[src/rtl/rc_pkg.sv]
package rc_pkg;
  // Width of a request length: holds 1..256 bytes.
  localparam int RC_CHUNK_W = 9;
  // Width of the in-flight counter and cap field.
  localparam int RC_CNT_W   = 4;
  // Hard ceiling for the in-flight cap.
  localparam int RC_CAP_MAX = 12;
  // Width of the configuration write word.
  localparam int RC_CFG_W   = 11;

  localparam logic [RC_CHUNK_W-1:0] RC_B64  = RC_CHUNK_W'(64);
  localparam logic [RC_CHUNK_W-1:0] RC_B128 = RC_CHUNK_W'(128);
  localparam logic [RC_CHUNK_W-1:0] RC_B256 = RC_CHUNK_W'(256);

  typedef struct packed {
    logic [RC_CNT_W-1:0] max_out;
    logic [1:0]          size_code;
    logic                split_en;
  } rc_cfg_t;
endpackage

[src/rtl/rc_cfg_reg.sv]
module rc_cfg_reg
  import rc_pkg::*;
(
  input  logic                clk,
  input  logic                rst,
  input  logic                we,
  input  logic [RC_CFG_W-1:0] wdata,
  output rc_cfg_t             cfg
);
  logic [RC_CNT_W-1:0] cap_in;
  logic [RC_CNT_W-1:0] cap_clamped;
  logic                unused_cfg_bits;

  assign cap_in          = wdata[3:0];
  assign unused_cfg_bits = ^wdata[7:4];

  // Cap is saturated at the write so downstream compares stay plain.
  always_comb begin
    if (cap_in > RC_CNT_W'(RC_CAP_MAX))
      cap_clamped = RC_CNT_W'(RC_CAP_MAX);
    else if (cap_in == '0)
      cap_clamped = RC_CNT_W'(1);
    else
      cap_clamped = cap_in;
  end

  always_ff @(posedge clk) begin
    if (rst) begin
      cfg.max_out   <= RC_CNT_W'(RC_CAP_MAX);
      cfg.size_code <= 2'd0;
      cfg.split_en  <= 1'b0;
    end else if (we) begin
      cfg.max_out   <= cap_clamped;
      cfg.size_code <= wdata[9:8];
      cfg.split_en  <= wdata[10];
    end
  end
endmodule

[src/rtl/rc_chunk_calc.sv]
module rc_chunk_calc
  import rc_pkg::*;
#(
  parameter int LEN_W = 16
) (
  input  logic [7:0]            addr_lo,
  input  logic [LEN_W-1:0]      rem,
  input  rc_cfg_t               cfg,
  output logic [RC_CHUNK_W-1:0] len
);
  logic [RC_CHUNK_W-1:0] lim;
  logic [RC_CHUNK_W-1:0] to64;
  logic [RC_CHUNK_W-1:0] to128;
  logic [RC_CHUNK_W-1:0] to256;

  // Distance to the next boundary of each size, from the low address byte.
  assign to64  = RC_B64  - {3'b000, addr_lo[5:0]};
  assign to128 = RC_B128 - {2'b00,  addr_lo[6:0]};
  assign to256 = RC_B256 - {1'b0,   addr_lo};

  always_comb begin
    unique case (cfg.size_code)
      2'd0: lim = to64;
      2'd1: begin
        if (cfg.split_en && (addr_lo[6:0] != 7'd0))
          lim = to64;
        else
          lim = to128;
      end
      default: lim = to256;
    endcase
  end

  assign len = (rem < LEN_W'(lim)) ? rem[RC_CHUNK_W-1:0] : lim;
endmodule

[src/rtl/rc_out_cnt.sv]
module rc_out_cnt
  import rc_pkg::*;
(
  input  logic                clk,
  input  logic                rst,
  input  logic                inc,
  input  logic                dec,
  input  logic [RC_CNT_W-1:0] limit,
  output logic [RC_CNT_W-1:0] count,
  output logic                below
);
  always_ff @(posedge clk) begin
    if (rst) begin
      count <= '0;
    end else begin
      unique case ({inc, dec})
        2'b10:   count <= count + RC_CNT_W'(1);
        2'b01:   count <= count - RC_CNT_W'(1);
        default: count <= count;
      endcase
    end
  end

  assign below = (count < limit);
endmodule

[src/rtl/rd_chunker.sv]
module rd_chunker
  import rc_pkg::*;
#(
  parameter int ADDR_W = 32,
  parameter int LEN_W  = 16
) (
  input  logic                  clk,
  input  logic                  rst,
  input  logic                  cfg_we,
  input  logic [RC_CFG_W-1:0]   cfg_wdata,
  input  logic                  job_valid,
  output logic                  job_ready,
  input  logic [ADDR_W-1:0]     job_addr,
  input  logic [LEN_W-1:0]      job_len,
  output logic                  req_valid,
  input  logic                  req_ready,
  output logic [ADDR_W-1:0]     req_addr,
  output logic [RC_CHUNK_W-1:0] req_len,
  input  logic                  rsp_valid,
  input  logic                  rsp_last,
  output logic                  job_done
);
  localparam int ADDR_PAD = ADDR_W - RC_CHUNK_W;
  localparam int LEN_PAD  = LEN_W - RC_CHUNK_W;

  rc_cfg_t               cfg_q;
  logic                  busy_q;
  logic [ADDR_W-1:0]     cur_addr_q;
  logic [LEN_W-1:0]      rem_q;
  logic                  req_valid_q;
  logic [ADDR_W-1:0]     req_addr_q;
  logic [RC_CHUNK_W-1:0] req_len_q;
  logic                  done_q;

  logic [RC_CHUNK_W-1:0] chunk;
  logic [RC_CNT_W-1:0]   out_cnt;
  logic                  below_cap;
  logic                  hs;
  logic                  retire;
  logic                  accept;
  logic                  load;
  logic                  finish;

  rc_cfg_reg u_cfg (
    .clk   (clk),
    .rst   (rst),
    .we    (cfg_we),
    .wdata (cfg_wdata),
    .cfg   (cfg_q)
  );

  rc_chunk_calc #(.LEN_W(LEN_W)) u_calc (
    .addr_lo (cur_addr_q[7:0]),
    .rem     (rem_q),
    .cfg     (cfg_q),
    .len     (chunk)
  );

  rc_out_cnt u_cnt (
    .clk   (clk),
    .rst   (rst),
    .inc   (hs),
    .dec   (retire),
    .limit (cfg_q.max_out),
    .count (out_cnt),
    .below (below_cap)
  );

  assign hs     = req_valid_q & req_ready;
  assign retire = rsp_valid & rsp_last & (out_cnt != '0);
  assign accept = job_valid & ~busy_q;
  assign load   = busy_q & ~req_valid_q & (rem_q != '0) & below_cap;
  // Final retire of a fully issued job.
  assign finish = busy_q & ~req_valid_q & (rem_q == '0) & retire &
                  (out_cnt == RC_CNT_W'(1));

  always_ff @(posedge clk) begin
    if (rst) begin
      busy_q      <= 1'b0;
      cur_addr_q  <= '0;
      rem_q       <= '0;
      req_valid_q <= 1'b0;
      req_addr_q  <= '0;
      req_len_q   <= '0;
      done_q      <= 1'b0;
    end else begin
      done_q <= 1'b0;
      if (accept) begin
        cur_addr_q <= job_addr;
        rem_q      <= job_len;
        if (job_len == '0) done_q <= 1'b1;
        else               busy_q <= 1'b1;
      end
      if (hs) begin
        req_valid_q <= 1'b0;
      end else if (load) begin
        req_valid_q <= 1'b1;
        req_addr_q  <= cur_addr_q;
        req_len_q   <= chunk;
        cur_addr_q  <= cur_addr_q + {{ADDR_PAD{1'b0}}, chunk};
        rem_q       <= rem_q - {{LEN_PAD{1'b0}}, chunk};
      end
      if (finish) begin
        busy_q <= 1'b0;
        done_q <= 1'b1;
      end
    end
  end

  assign job_ready = ~busy_q;
  assign req_valid = req_valid_q;
  assign req_addr  = req_addr_q;
  assign req_len   = req_len_q;
  assign job_done  = done_q;
endmodule

[config.mk]
export PLATFORM = sky130hd
export DESIGN_NAME = rd_chunker
export DESIGN_NICKNAME = d
export VERILOG_FILES = /design/src/rtl/rc_pkg.sv /design/src/rtl/rc_cfg_reg.sv /design/src/rtl/rc_chunk_calc.sv /design/src/rtl/rc_out_cnt.sv /design/src/rtl/rd_chunker.sv
export SDC_FILE = /design/constraint.sdc
export NUM_CORES = 1
export LEC_CHECK = 0
export BUFFER_PORTS_ARGS = -buffer_cell sky130_fd_sc_hd__buf_2
export CORE_MARGIN = 10
export CORE_UTILIZATION = 51
export CTS_CLUSTER_DIAMETER = 50
export DETAILED_ROUTE_END_ITERATION = 8
export PLACE_DENSITY = 0.73
export SYNTH_ARGS = -nofsm -noshare
export SYNTH_HDL_FRONTEND = slang
export SYNTH_HIERARCHICAL = 1
export SYNTH_SLANG_ARGS = --single-unit
[constraint.sdc]
create_clock -name clk -period 4.6 [get_ports clk]
set_clock_uncertainty 0.05 [all_clocks]
set_input_delay 0.46 -clock clk [delete_from_list [all_inputs] [get_ports clk]]
set_output_delay 0.46 -clock clk [all_outputs]
set_load 0.005 [all_outputs]
==> After elaboration in Yosys (flattened, before gate mapping) <==
Cells that the tools add are included.
{ "word_totals": {"reg_bits": 103, "inputBits": 66, "output_inout_bits": 44, "wordCells": 67} }
{ "op_classes": {"addsub": 7, "n_lt_le_gt_ge": 3, "eq_ne": 4, "muxes": 15, "n_bitwise": 14, "reduce_logical": 13} }
{ "op_table": {"columns": ["operator", "n"], "rows": [
  ["32-bit 2-to-1 mux", 3],
  ["16-bit 2-to-1 mux", 3],
  ["32-bit by 9-bit adder with 32-bit output", 1],
  ["16-bit logical NOT", 2],
  ["9-bit 2-to-1 mux", 2],
  ["9-bit case mux with 2 select lines", 1],
  ["16-bit by 9-bit < comparator with 1-bit output", 1],
  ["16-bit nonzero test", 1],
  ["16-bit by 9-bit subtractor with 16-bit output", 1],
  ["1-bit AND", 10],
  ["8-bit by 7-bit subtractor with 9-bit output, first input constant", 1],
  ["9-bit by 8-bit subtractor with 9-bit output, first input constant", 1],
  ["4-bit 2-to-1 mux", 2],
  ["4-bit case mux with 2 select lines", 1],
  ["7-bit by 6-bit subtractor with 8-bit output, first input constant", 1],
  ["7-bit nonzero test", 1],
  ["4-bit by 1-bit adder with 4-bit output, second input constant", 1],
  ["2-bit by 1-bit equality test with 1-bit output, second input constant", 2],
  ["4-bit by 1-bit equality test with 1-bit output, second input constant", 1],
  ["4-bit greater-than comparator, second input constant", 1],
  ["4-bit logical NOT", 1],
  ["4-bit < comparator", 1],
  ["1-bit NOT", 4],
  ["2-bit AND reduction", 2],
  ["other kinds (8)", 11]
]} }

==> Depth between registers and ports, before layout <==
{ "logic_depth": {"ltp_word": 9, "mapped_depth": 21, "ltp_nobuf": 19} }

==> Cells and area by module <==
The synthesis kept the hierarchy.
{ "by_module_without_submodules": {"columns": ["mod", "n_inst", "cells_each", "area_per_inst_um2", "seq_area_each_um2"], "rows": [
  ["rd_chunker", 1, 653, 5066.1, 1841.8],
  ["rc_chunk_calc", 1, 68, 486.7, 0.0],
  ["rc_out_cnt", 1, 39, 350.3, 80.1],
  ["rc_cfg_reg", 1, 28, 282.8, 140.1]
]} }

==> Least setup slack after synthesis <==
No wires, ideal clock.
{ "synth_timing": {"path_kind": "register -> register", "start": "reg cur_addr_q[2]", "end": "reg cur_addr_q[28]", "setup_ps": 70, "arrival_ps": 4637, "t_required_ps": 4480, "slack_ps": -158, "stages_incl_launch_ff": 21, "path_buffers": 2, "synth_period_minus_slack_ps": 4758, "path_cell_list": "dfxtp_1 -> or4_4 -> or4_4 -> a21oi_2 -> a31oi_2 -> ha_1 -> nand4_1 -> nor2_1 -> o31ai_1 -> a31oi_1 -> buf_2 -> mux2_2 -> ha_1 -> fa_1 -> a211o_1 -> a21oi_1 -> o22ai_1 -> buf_4 -> nand4_1 -> mux2_1 -> a21oi_1"} }
{ "synth_via": {"elab_chain_len": 9, "word_cells_on_any_way": 12, "cone_classes": "4 x add/sub; 1 x order compare; 5 x mux; 2 x reduce/logical"} }
{ "synth_rtl": {"columns": ["item", "line_no", "text"], "rows": [
  ["start: declaration", "rd_chunker.sv:28", "logic [ADDR_W-1:0] cur_addr_q;"],
  ["start signal: assignment", "rd_chunker.sv:89", "cur_addr_q <= job_addr;"],
  ["start signal: assignment", "rd_chunker.sv:100", "cur_addr_q <= cur_addr_q + {{ADDR_PAD{1'b0}}, chunk};"],
  ["parallel branches: the longest is 3 deep, another holds 8-bit by 7-bit subtractor with 9-bit output", null, null],
  ["9-bit case mux with 2 select lines (*)", "rc_chunk_calc.sv:22", "unique case (cfg.size_code)"],
  ["16-bit by 9-bit < comparator with 1-bit output", "rc_chunk_calc.sv:34", "assign len = (rem < LEN_W'(lim)) ? rem[RC_CHUNK_W-1:0] : lim;"],
  ["9-bit 2-to-1 mux (*)", "rc_chunk_calc.sv:34", null],
  ["net chunk[0]", "rd_chunker.sv:35", "logic [RC_CHUNK_W-1:0] chunk;"],
  ["32-bit by 9-bit adder with 32-bit output (*)", "rd_chunker.sv:100", null],
  ["32-bit 2-to-1 mux (*)", "rd_chunker.sv:96", "end else if (load) begin"],
  ["32-bit 2-to-1 mux (*)", "rd_chunker.sv:94", "if (hs) begin"]
]} }
Mark *: on every way through the listed nets, which the timed path passes.
A chain may end at the register's enable or synchronous reset.

==> Worst setup path after layout <==
{ "layout_timing": {"start": "reg cur_addr_q[3]", "end": "reg cur_addr_q[28]"} }
The elaborated chain is that of the path after synthesis.

==> results.json <==
{
  "fill_cells": 1025,
  "holdBufCountCts": 0,
  "drv_cap": 0,
  "placedCellCount": 1056,
  "finalPower_mw": 4.57,
  "synth.top_cell.area_share": 0.333,
  "drt-initial-drc-count": 508,
  "drive_gt1_frac": 0.303,
  "avgSynthCellArea_um2": 7.85,
  "syn-cell-area_um2": 6190,
  "synth_cell_types": 74,
  "synth_area_leaders": "dfxtp_1 (33%), nand2_1 (9.2%), a21oi_1 (7.8%)",
  "power_density_nw_per_um2": 577,
  "worst_setup_path_end_kind": "flop",
  "synth_flop_cell": "dfxtp_1",
  "seq_area_frac_synth": 0.333,
  "synthMuxAreaShare": 0.0285,
  "avgRoutedWirePerCell_um": 17.0,
  "crit_type": "flop to flop",
  "start_kind": "flop",
  "dieArea_um2": 16900,
  "fin_nets": 1034,
  "worstPathArrival_ps": 4970,
  "initial_core_util": 0.517,
  "fp.dieW_um": 130,
  "cts_buffers": 9,
  "num_vias": 6349,
  "boundaryPins": 110,
  "final_cells": 1084,
  "min_path_type": "primary input to flop",
  "status": "finished with violations",
  "drc": 0,
  "synthSimpleGateAreaFrac": 0.249,
  "grt_usage": 0.211,
  "max_freq_ghz": 0.212,
  "critPathMaxFanout": 6,
  "holdWs_ps": 291,
  "finalSetupViolations": 15,
  "slowest_delay_ps": 510,
  "vdd_drop_max_mv": 0.270,
  "core-area_um2": 12000,
  "slew_headroom": 0.262,
  "finalMaxSlewViolations": 0,
  "antenna_found_initial": 0,
  "root_buffer": "clkbuf_16",
  "cts_tree": "done",
  "overflow": 0,
  "grt_pass1_wl_um": 29200,
  "rows": 40,
  "worstMarginPinSlew_ps": 1110,
  "place_congestion": 0.948,
  "grt_max_degree": 95,
  "path_cells": "or4_4 -> or4_4 -> a21oi_2 -> a31oi_2 -> ha_1 -> nand4_1 -> nor2_1 -> o31ai_1 -> a31oi_1 -> buf_4 -> mux2_4 -> ha_4 -> fa_2 -> a211o_4 -> a21oi_4 -> o22ai_4 -> nand4_1 -> mux2_4 -> a21oi_2",
  "clkSinkCount": 103,
  "synth_top_cell_by_area": "dfxtp_1",
  "syn_nets": 889,
  "yosysWarnings": 6,
  "detail_route.vias_per_cell": 5.86,
  "critPathSlowestCell": "or4_4",
  "post-route-min-period_ps": 4730,
  "ys_ff_latch": 103,
  "synth_edf_count": 0,
  "ant_nets": 0,
  "ctsLongestPathBuffers": 2,
  "violations": "setup timing",
  "rsz0062_at_grt": "true",
  "crit_required_ps": 4840,
  "synth_top_family_by_area": "simple AND/OR/NAND/NOR gates",
  "synth_xor_area_frac": 0.0269,
  "setup_slack_ps": -126,
  "syn2layout_area_growth_pct": 28.1,
  "clock_latency_ps": 360,
  "hold_viol": 0,
  "syn-instance-count": 788,
  "clk_pin_slew_ps": 70,
  "io_buffer_count": 105,
  "drt_pass1_iterations": 5,
  "die_h_um": 130,
  "synth_fa_ha_area_frac": 0.0732,
  "synth_compound_area_frac": 0.224,
  "drt-total-wl_um": 18500,
  "ys_async_sr_fraction": 0,
  "h-tree-depth": 3,
  "grt_pass1_vias": 5988,
  "finalCritPeriodShare": 1.03,
  "diodes": 0,
  "p_leak_nw": 3.29,
  "hpwl_um": 12700
}
final timing paths:
path	from	endpoint	slack, ps	depth (start not counted)
worst min-delay path	cfg_wdata[9]	u_cfg/cfg[2]	290	3
worst min register to register	req_addr[5]	req_addr[5]	400	2
worst max-delay path	cur_addr_q[3]	cur_addr_q[28]	-130	19
worst max register to register	cur_addr_q[3]	cur_addr_q[28]	-130	19
cells by family after synthesis:
group / Yosys count
muxes: 17
adders and majority gates: 35
xor gates and xnor gates: 19
buffers and inverters: 77
and+or+nand+nor: 317
AOI/OAI and AO/OA: 220
DFF: 103
layout by cell type (no fill, tap or decap), types with 10 or more instances in the layout:
cell type  instances
nand2b_1          12
dfxtp_1          100
inv_1             30
xnor2_1           13
o21ai_0           12
ha_1              23
buf_2            104
buf_4             70
nand3_1           10
nand2_1          149
o21ai_1           12
nor2_1            46
a21oi_1           88
nand4_1           13
a31oi_1           18
flip-flops by register name (all words and copies together) (netlist names):
register	count
req_valid	1
req_addr	32
busy_q	1
u_cfg/cfg	7
u_cnt/count	4
job_done	1
cur_addr_q	32
req_len	9
rem_q	16
synthesized netlist by cell type, types with 5 or more instances:
cell type and n:
dfxtp_1 103, a31oi_1 19, and3_1 10, a311oi_1 5
a211oi_1 8, nand3_1 15, buf_6 11, nand2b_1 12
nor3_1 10, nor2b_1 5, inv_1 30, buf_2 8
xnor2_1 13, or3_1 10, a32oi_1 6, nor2_1 48
mux2i_1 12, xor2_1 6, a21oi_1 96, o21ai_0 23
a31o_2 6, nor4_1 11, ha_1 33, o31ai_1 5
nand4_1 13, nand2_1 152, o22ai_1 6, a21o_1 9
clkbuf_1 20
stage by stage:
stage / cell area [um2] / worst slack, ps / TNS, ps / util
global route: 7930 / -235 / -4130 / 0.663
global placement: 7120 / -156 / -917 / 0.595
detailed placement: 7120 / -220 / -1570 / 0.595
CTS: 7590 / -52.6 / -431 / 0.635
floorplan: 6200 / 14.6 / 0 / -
finish: 7930 / -126 / -775 / 0.663
worst max-delay path: cells and delay by family (launching register included):
family	cells	cell delay [ps]
mux	2	640
simple gates	5	1280
buf+inv	1	180
fa+ha+maj	3	840
flops	1	360
compound gates	8	1290
per-layer routing:
metal	track usage	share of wire
met2	0.345	0.48
met4	0.0635	0.021
met5	0	0
met3	0.0564	0.063
met1	0.266	0.43
report_power, final:
| group | internal (mW) | total [mW] | switching (mW) |
|---|---|---|---|
| Combinational | 1.30 | 2.66 | 1.36 |
| Clock | 0.421 | 0.772 | 0.351 |
| Sequential | 1.00 | 1.14 | 0.137 |
what timing repair did:
item,4_1_cts,5_1_grt
setup buffers,7,8
gates resized for setup,28,64
pin swaps,15,39
endpoints found under the setup margin,25,37
layout make-up:
class | count | area [um2] | share of cell area
timing repair buffer | 181 | 1120 | 0.142
multi-input combinational | 608 | 4150 | 0.524
sequential | 103 | 2070 | 0.261
inverter | 30 | 113 | 0.0142
tap | 147 | 184 | 0.0232
clock buffer | 10 | 229 | 0.0289
clock inverter | 5 | 57.6 | 0.00726
Power figures use the tool's default switching activity.
